[src/rtl/winwdt_pkg.sv]
package winwdt_pkg;
  localparam int BUS_W  = 32;
  localparam int ADDR_W = 2;

  typedef enum logic [ADDR_W-1:0] {
    SEL_CTRL = 2'd0,
    SEL_MODE = 2'd1,
    SEL_STAT = 2'd2
  } reg_sel_e;

  // mode register flag positions
  localparam int F_FIEN      = 12;
  localparam int F_RSTEN     = 13;
  localparam int F_CPUONLY   = 14;
  localparam int F_DIS       = 15;
  localparam int F_DELTA_LSB = 16;
  localparam int F_DBGH      = 28;
  localparam int F_IDLEH     = 29;

  // control register restart command
  localparam int         KEY_LSB      = 24;
  localparam logic [7:0] CTRL_KEY     = 8'hA5;
  localparam int         CTRL_RESTART = 0;

  // status bits
  localparam int ST_UF  = 0;
  localparam int ST_WIN = 1;
  localparam int ST_W   = 2;

  typedef struct packed {
    logic fien;
    logic rsten;
    logic cpuonly;
    logic dis;
    logic idleh;
    logic dbgh;
  } mode_flags_t;

  localparam mode_flags_t FLAGS_RST = '{fien: 1'b0, rsten: 1'b1, cpuonly: 1'b0,
                                        dis: 1'b0, idleh: 1'b1, dbgh: 1'b1};
endpackage

[src/rtl/winwdt_tick.sv]
module winwdt_tick #(
  parameter int DIV = 187500
) (
  input  logic clk,
  input  logic rst,
  output logic tick_o
);
  generate
    if (DIV <= 1) begin : g_pass
      // every clock is a tick
      assign tick_o = 1'b1;
    end else begin : g_div
      localparam int PW = $clog2(DIV);
      localparam logic [PW-1:0] LAST = PW'(DIV - 1);
      logic [PW-1:0] pc_q;

      always_ff @(posedge clk) begin
        if (rst)               pc_q <= '0;
        else if (pc_q == LAST) pc_q <= '0;
        else                   pc_q <= pc_q + 1'b1;
      end

      assign tick_o = (pc_q == LAST);
    end
  endgenerate
endmodule

[src/rtl/winwdt_regs.sv]
module winwdt_regs
  import winwdt_pkg::*;
#(
  parameter int CNT_W = 12
) (
  input  logic              clk,
  input  logic              rst,
  input  logic              wr_i,
  input  logic              rd_i,
  input  logic [ADDR_W-1:0] addr_i,
  input  logic [BUS_W-1:0]  wdata_i,
  input  logic              uf_i,
  input  logic              win_i,
  output logic [CNT_W-1:0]  reload_o,
  output logic [CNT_W-1:0]  delta_o,
  output mode_flags_t       flags_o,
  output logic              locked_o,
  output logic              load_o,
  output logic              restart_o,
  output logic [ST_W-1:0]   stat_o,
  output logic              irq_o,
  output logic [BUS_W-1:0]  rdata_o
);
  reg_sel_e sel;
  logic [CNT_W-1:0] reload_q, delta_q;
  mode_flags_t flags_q;
  logic locked_q;
  logic [ST_W-1:0] stat_q, stat_n;
  logic irq_q, fien_n;
  logic [BUS_W-1:0] rdata_q, mode_word, rd_mux;

  assign sel       = reg_sel_e'(addr_i);
  assign load_o    = wr_i && (sel == SEL_MODE) && !locked_q;
  assign restart_o = wr_i && (sel == SEL_CTRL) &&
                     (wdata_i[KEY_LSB +: 8] == CTRL_KEY) && wdata_i[CTRL_RESTART];

  always_comb begin
    mode_word = '0;
    mode_word[CNT_W-1:0]               = reload_q;
    mode_word[F_DELTA_LSB +: CNT_W]    = delta_q;
    mode_word[F_FIEN]                  = flags_q.fien;
    mode_word[F_RSTEN]                 = flags_q.rsten;
    mode_word[F_CPUONLY]               = flags_q.cpuonly;
    mode_word[F_DIS]                   = flags_q.dis;
    mode_word[F_DBGH]                  = flags_q.dbgh;
    mode_word[F_IDLEH]                 = flags_q.idleh;
  end

  always_comb begin
    case (sel)
      SEL_MODE: rd_mux = mode_word;
      SEL_STAT: rd_mux = {{(BUS_W-ST_W){1'b0}}, stat_q};
      default:  rd_mux = '0;
    endcase
  end

  always_comb begin
    stat_n = stat_q;
    if (rd_i && sel == SEL_STAT) stat_n = '0;
    if (uf_i)  stat_n[ST_UF]  = 1'b1;
    if (win_i) stat_n[ST_WIN] = 1'b1;
    fien_n = load_o ? wdata_i[F_FIEN] : flags_q.fien;
  end

  always_ff @(posedge clk) begin
    if (rst) begin
      reload_q <= '1;
      delta_q  <= '1;
      flags_q  <= FLAGS_RST;
      locked_q <= 1'b0;
      stat_q   <= '0;
      irq_q    <= 1'b0;
      rdata_q  <= '0;
    end else begin
      if (load_o) begin
        reload_q        <= wdata_i[CNT_W-1:0];
        delta_q         <= wdata_i[F_DELTA_LSB +: CNT_W];
        flags_q.fien    <= wdata_i[F_FIEN];
        flags_q.rsten   <= wdata_i[F_RSTEN];
        flags_q.cpuonly <= wdata_i[F_CPUONLY];
        flags_q.dis     <= wdata_i[F_DIS];
        flags_q.idleh   <= wdata_i[F_IDLEH];
        flags_q.dbgh    <= wdata_i[F_DBGH];
        locked_q        <= 1'b1;
      end
      stat_q  <= stat_n;
      irq_q   <= fien_n && (stat_n != '0);
      rdata_q <= rd_i ? rd_mux : '0;
    end
  end

  assign reload_o = reload_q;
  assign delta_o  = delta_q;
  assign flags_o  = flags_q;
  assign locked_o = locked_q;
  assign stat_o   = stat_q;
  assign irq_o    = irq_q;
  assign rdata_o  = rdata_q;
endmodule

[src/rtl/winwdt_count.sv]
module winwdt_count
  import winwdt_pkg::*;
#(
  parameter int CNT_W = 12
) (
  input  logic             clk,
  input  logic             rst,
  input  logic             tick_i,
  input  logic             idle_i,
  input  logic             dbg_i,
  input  mode_flags_t      flags_i,
  input  logic [CNT_W-1:0] reload_i,
  input  logic [CNT_W-1:0] delta_i,
  input  logic             load_i,
  input  logic [CNT_W-1:0] load_val_i,
  input  logic             restart_i,
  output logic [CNT_W-1:0] cnt_o,
  output logic             uf_o,
  output logic             win_o
);
  logic [CNT_W-1:0] cnt_q;
  logic run, rs_act, in_win, rs_ok, step;

  assign run    = !flags_i.dis && !(flags_i.idleh && idle_i) && !(flags_i.dbgh && dbg_i);
  assign rs_act = restart_i && !flags_i.dis;
  assign in_win = (cnt_q <= delta_i);
  assign rs_ok  = rs_act && in_win;
  assign win_o  = rs_act && !in_win;
  assign step   = tick_i && run;
  assign uf_o   = step && (cnt_q == '0) && !rs_ok && !load_i;

  always_ff @(posedge clk) begin
    if (rst)                cnt_q <= '1;
    else if (load_i)        cnt_q <= load_val_i;
    else if (rs_ok)         cnt_q <= reload_i;
    else if (step) begin
      if (cnt_q == '0)      cnt_q <= reload_i;
      else                  cnt_q <= cnt_q - 1'b1;
    end
  end

  assign cnt_o = cnt_q;
endmodule

[src/rtl/winwdt_fault.sv]
module winwdt_fault
  import winwdt_pkg::*;
(
  input  logic        clk,
  input  logic        rst,
  input  logic        uf_i,
  input  logic        win_i,
  input  mode_flags_t flags_i,
  output logic        rst_cpu_o,
  output logic        rst_sys_o
);
  logic cpu_q, sys_q, fault;

  assign fault = uf_i || win_i;

  always_ff @(posedge clk) begin
    if (rst) begin
      cpu_q <= 1'b0;
      sys_q <= 1'b0;
    end else if (fault && flags_i.rsten) begin
      cpu_q <= 1'b1;
      if (!flags_i.cpuonly) sys_q <= 1'b1;
    end
  end

  assign rst_cpu_o = cpu_q;
  assign rst_sys_o = sys_q;
endmodule

[src/rtl/winwdt.sv]
module winwdt
  import winwdt_pkg::*;
#(
  parameter int CNT_W    = 12,
  parameter int TICK_DIV = 187500
) (
  input  logic              clk,
  input  logic              rst,
  input  logic              idle_i,
  input  logic              dbg_i,
  input  logic              bus_wr,
  input  logic              bus_rd,
  input  logic [ADDR_W-1:0] bus_addr,
  input  logic [BUS_W-1:0]  bus_wdata,
  output logic [BUS_W-1:0]  bus_rdata,
  output logic              irq_o,
  output logic              rst_cpu_o,
  output logic              rst_sys_o
);
  logic             tick_w, load_w, restart_w, locked_w, uf_w, win_w;
  logic [CNT_W-1:0] reload_w, delta_w, cnt_w;
  logic [ST_W-1:0]  stat_w;
  mode_flags_t      flags_w;

  winwdt_tick #(.DIV(TICK_DIV)) u_tick (
    .clk(clk), .rst(rst), .tick_o(tick_w)
  );

  winwdt_regs #(.CNT_W(CNT_W)) u_regs (
    .clk(clk), .rst(rst), .wr_i(bus_wr), .rd_i(bus_rd), .addr_i(bus_addr),
    .wdata_i(bus_wdata), .uf_i(uf_w), .win_i(win_w), .reload_o(reload_w),
    .delta_o(delta_w), .flags_o(flags_w), .locked_o(locked_w), .load_o(load_w),
    .restart_o(restart_w), .stat_o(stat_w), .irq_o(irq_o), .rdata_o(bus_rdata)
  );

  winwdt_count #(.CNT_W(CNT_W)) u_count (
    .clk(clk), .rst(rst), .tick_i(tick_w), .idle_i(idle_i), .dbg_i(dbg_i),
    .flags_i(flags_w), .reload_i(reload_w), .delta_i(delta_w), .load_i(load_w),
    .load_val_i(bus_wdata[CNT_W-1:0]), .restart_i(restart_w), .cnt_o(cnt_w),
    .uf_o(uf_w), .win_o(win_w)
  );

  winwdt_fault u_fault (
    .clk(clk), .rst(rst), .uf_i(uf_w), .win_i(win_w), .flags_i(flags_w),
    .rst_cpu_o(rst_cpu_o), .rst_sys_o(rst_sys_o)
  );
endmodule

[config.mk]
export PLATFORM = sky130hd
export DESIGN_NAME = winwdt
export DESIGN_NICKNAME = d
export VERILOG_FILES = /design/src/rtl/winwdt_pkg.sv /design/src/rtl/winwdt_tick.sv /design/src/rtl/winwdt_regs.sv /design/src/rtl/winwdt_count.sv /design/src/rtl/winwdt_fault.sv /design/src/rtl/winwdt.sv
export SDC_FILE = /design/constraint.sdc
export NUM_CORES = 1
export LEC_CHECK = 0
export ABC_AREA = 1
export BUFFER_PORTS_ARGS = -buffer_cell sky130_fd_sc_hd__buf_2
export CORE_AREA = 2 2 104 106
export CTS_BUF_LIST = sky130_fd_sc_hd__clkbuf_2 sky130_fd_sc_hd__clkbuf_4 sky130_fd_sc_hd__clkbuf_8
export CTS_CLUSTER_DIAMETER = 200
export DETAILED_ROUTE_END_ITERATION = 8
export DIE_AREA = 0 0 106 108
export PLACE_DENSITY = 0.62
export SKIP_CTS_REPAIR_TIMING = 1
export SLEW_MARGIN = 10
export SYNTH_ARGS = -nofsm -noshare
export SYNTH_HDL_FRONTEND = slang
export SYNTH_SLANG_ARGS = --single-unit
export TNS_END_PERCENT = 30
[constraint.sdc]
create_clock -name clk -period 5.6 [get_ports clk]
set_clock_uncertainty 0.15 [all_clocks]
set_input_delay 0.56 -clock clk [delete_from_list [all_inputs] [get_ports clk]]
set_output_delay 0.56 -clock clk [all_outputs]
set_load 0.05 [all_outputs]
==> metrics.sh <==
CTSHTREEMAXLEVEL=3
TOTAL_LEAKAGE_POWER_uW=0.002664
SYNTH_TOP_FAMILY_BY_AREA='simple AND/OR/NAND/NOR gates'
SYNTH_SIMPLE_GATE_AREA_SHARE_PCT=30.07
TRITONCTS='yes'
SYN_AVG_CELL_AREA_UM2=7.309
RUN_STATUS='completed'
MOSTFREQUENTLAYOUTCELLS='nand2_1, dfxtp_1, inv_1, buf_2, nor2_1'
YOSYSUNIQUECELLTYPES=39
CRITPATHCAPTURE='u_fault.rst_cpu_o'
SYNTH_CELLS=625
FP.DIEAREA_UM2=11450
NUMBER_OF_INSERTED_FILLER_CELLS_IN_THE_FINAL_LAYOUT=1057
ROW_COUNT=37
PLACE.DETAILED.HPWL_UM=8105
PERIOD_MINUS_SLACK_NS=2.832
CRITICAL_PATH.STARTPOINT='bus_addr[1]'
NUM_ANTENNA_CELLS=0
FIRST_ITER_VIOLATIONS=208
FINALSETUPVIOLCOUNT=0
RELSLEWSLACK_PCT=28.13
FLOW.AREA_GROWTH_FROM_SYNTHESIS_PCT=14.19
CP_DATA_REQUIRED_TIME_NS=5.71
TIMING_WORST_SLEW_PIN_VALUE_NS=1.075
CTS_BUFFER_DEPTH=2
FINALWIRELENGTH_UM=11070
VIAS_PER_CELL=4.996
HOLD_PATH_CLASS='primary input to flop'
FINAL.PERIOD_UTILIZATION_PCT=50.57
FMAX_MHz=353.1
LARGEST_NET_DEGREE_AT_THE_START_OF_GLOBAL_ROUTING=53
FINAL-HOLD-VIOLATION-COUNT=0
XOR_AND_XNOR_FRACTION_OF_THE_MAPPED_NETLIST_AREA_PCT=2.492
TOTAL_POWER_uW=1385
GP_ROUTABILITY_CONGESTION=0.8559
CORE_AREA_UM2=10230
YOSYS.AREA.TOP_TYPE_SHARE_PCT=42.07
ROUTEDWLPERCELL_UM=13.35
CP.ARRIVAL_NS=2.95
CRITICAL_PATH.REG2REG.STARTPOINT='u_regs.locked_o'
NUM-NETS-FINAL=746
YS_FF_LATCH=96
SHARE_OF_SYNTHESIZED_AREA_SPENT_ON_MULTIPLEXERS_PCT=0
SETUP.REG_TO_REG.WORST_SLACK_NS=3.20
CLOCK_TRANSITION_AT_PATH_REGS_NS=0.10
CELLPOWERDENSITY_nW_PER_UM2=265.5
DETAIL_ROUTE.FIRST_PASS.ITERATIONS=6
WORST_R2R_PATH_DEPTH=8
CLKLATENCYLATEPIN_NS=0.36
TRITONCTS.NUM_BUFFERS=9
NUMBER_OF_REMAINING_DRC_ERRORS=0
SYNTHESIS.YOSYS.WARNINGS=0
START_KIND='primary input'
SETUP.WORST_PATH.END_CLASS='flop'
TOTAL_OVERFLOW_REPORTED_BY_THE_GLOBAL_ROUTER=0
DIE_X_UM=106
FIN_TNS_SETUP_NS=0
POST_SYNTH_INSTANCE_AREA_UM2=4568
NETLIST_TOP_CELLS_AREA='dfxtp_1, nand2_1, inv_1'
SYNTH_SEQ_AREA_SHARE_PCT=42.07
DRT.ANTENNA.VIOLATING_NETS=0
NUMBER_OF_MAX_CAP_VIOLATIONS=0
GRT_FIRST_PASS_WIRELENGTH_UM=18730
SLEW_VIOLATIONS=0
DRIVE_ABOVE_1_SHARE_PCT=16.74
VDD_DROP_MAX_uV=153.9
SYNTH-COMPOUND-AREA-SHARE_PCT=10.49
VIAS=4142
SYNTH_ADDER_AREA_SHARE_PCT=4.930
STARTING_UTILIZATION_OF_THE_CORE_AREA_PCT=44.65
GRT_ANTENNA_BEFORE_REPAIR=0
DESIGN.PORTCOUNT=75
TIMING.CRITICAL_PATH.FANOUT_MAX=52
DIE_SPAN_Y_UM=108
CTS.SINK_COUNT=96
VIAS_IN_THE_FIRST_GLOBAL_ROUTE=3894
SETUP.WORST_PATH.CLASS='primary input to flop'
LAYOUT.CELLS.MOST_COMMON='nand2_1'
GRT_SETUP_UNREPAIRED='no'
SYNTHDOMINANTAREACELLTYPE='dfxtp_1'
PLACEMENT.IO_BUFFERS=72
CRITICAL_R2R_CAPTURE='u_fault.rst_cpu_o'
GRTUSAGETOTAL_PCT=20.38
CTS.ROOT.BUFFER_CELL='clkbuf_8'
worst max-delay path, cell delays in order:
cell and delay [ns]:
buf_2 0.11, inv_1 0.08, ha_1 0.34, nand3_2 0.52
inv_2 0.82, nor2_1 0.12, nand2_1 0.13, nand2_1 0.08
a21oi_1 0.13, nor2_1 0.05
synth_stat cells:
cell	count
clkinv_1	2
nand3b_1	1
a21oi_1	19
nand3_4	1
buf_2	6
nor2_2	6
o21ai_2	1
or2_2	3
nand3_1	26
nand2_2	5
a21boi_0	6
and3_1	2
nor4_1	1
inv_1	87
nand2_1	156
nor4_2	1
o21a_1	1
buf_4	3
inv_2	2
o21ai_0	16
or2_0	1
buf_6	1
o21ai_1	8
nor2_1	54
nand3_2	3
conb_1	1
xnor2_1	1
a211oi_1	2
nand4_1	10
clkbuf_1	12
nor3_1	29
ha_1	18
nor3b_1	2
nand2_4	2
xor2_1	12
dfxtp_1	96
nor3_2	3
a21o_1	1
o211ai_1	24
final cells by class:
type | instances | area [µm²] | area share, %
Clock inverter | 5 | 63.81 | 1.223
Timing Repair Buffer | 73 | 367.9 | 7.052
Tap cell | 136 | 170.2 | 3.262
Multi-Input combinational cell | 417 | 2200 | 42.17
Sequential cell | 96 | 1922 | 36.84
Inverter | 91 | 341.6 | 6.548
Clock buffer | 11 | 151.4 | 2.902
per-stage QoR:
| step | cell area, µm² | hold WS (ns) | util, % | std cells | worst slack, ns |
|---|---|---|---|---|---|
| after global routing | 5216 | 0.2530 | 50.98 | 829 | 2.514 |
| after global placement | 5001 | 0.2807 | 48.88 | 813 | 2.512 |
| after CTS | 5216 | 0.2472 | 50.98 | 829 | 2.771 |
| final | 5216 | 0.2579 | 50.98 | 829 | 2.768 |
| after floorplan | 4572 | 0.2675 | - | 626 | 3.620 |
| after detailed placement | 5001 | 0.2879 | 48.88 | 813 | 2.405 |
registers in the layout, indices dropped and copies added (netlist names):
signal and flops:
u_regs.rdata_o 30, u_regs.locked_o 1, u_tick.g_div.pc_q 18, u_fault.rst_sys_o 1
u_fault.rst_cpu_o 1, u_regs.reload_o 12, u_regs.flags_o 6, u_count.cnt_o 12
u_regs.delta_o 12, u_regs.irq_o 1, u_regs.stat_o 2
worst min path at each step:
| stage | start | endpoint | cells after the start |
|---|---|---|---|
| 3_5_place_dp | u_tick.g_div.pc_q[0] | u_tick.g_div.pc_q[0] | 1 |
| 5_1_grt | bus_wdata[23] | u_regs.delta_o[7] | 3 |
| 4_1_cts | bus_wdata[13] | u_regs.flags_o[4] | 3 |
| 3_3_place_gp | u_tick.g_div.pc_q[0] | u_tick.g_div.pc_q[0] | 1 |
| 2_1_floorplan | u_tick.g_div.pc_q[0] | u_tick.g_div.pc_q[0] | 1 |
| 6_report | bus_wdata[13] | u_regs.flags_o[4] | 3 |
per-layer routing:
layer  up-vias  track usage (%)  wire (µm)
met5         -                0          0
met4         0            6.203        123
met3         7            3.737        663
met2       126            31.80       4813
met1      1895            28.80       5464
li1       2114                -          -
where the power goes:
part	leakage (µW)	internal [µW]	switching (µW)	total [µW]
logic	0.00178	57.3	120	178
registers	0.000782	706	15.6	721
clock network	0.000106	234	252	486
cell families (layout without fill, tap and decap cells):
logic type	count (synthesis)	in the layout
adders and majority gates	18	18
buffers and inverters	113	180
DFF	96	96
xor gates and xnor gates	13	13
and+or+nand+nor	306	306
other	1	2
AOI/OAI and AO/OA	78	78
Power figures use the tool's default switching activity.
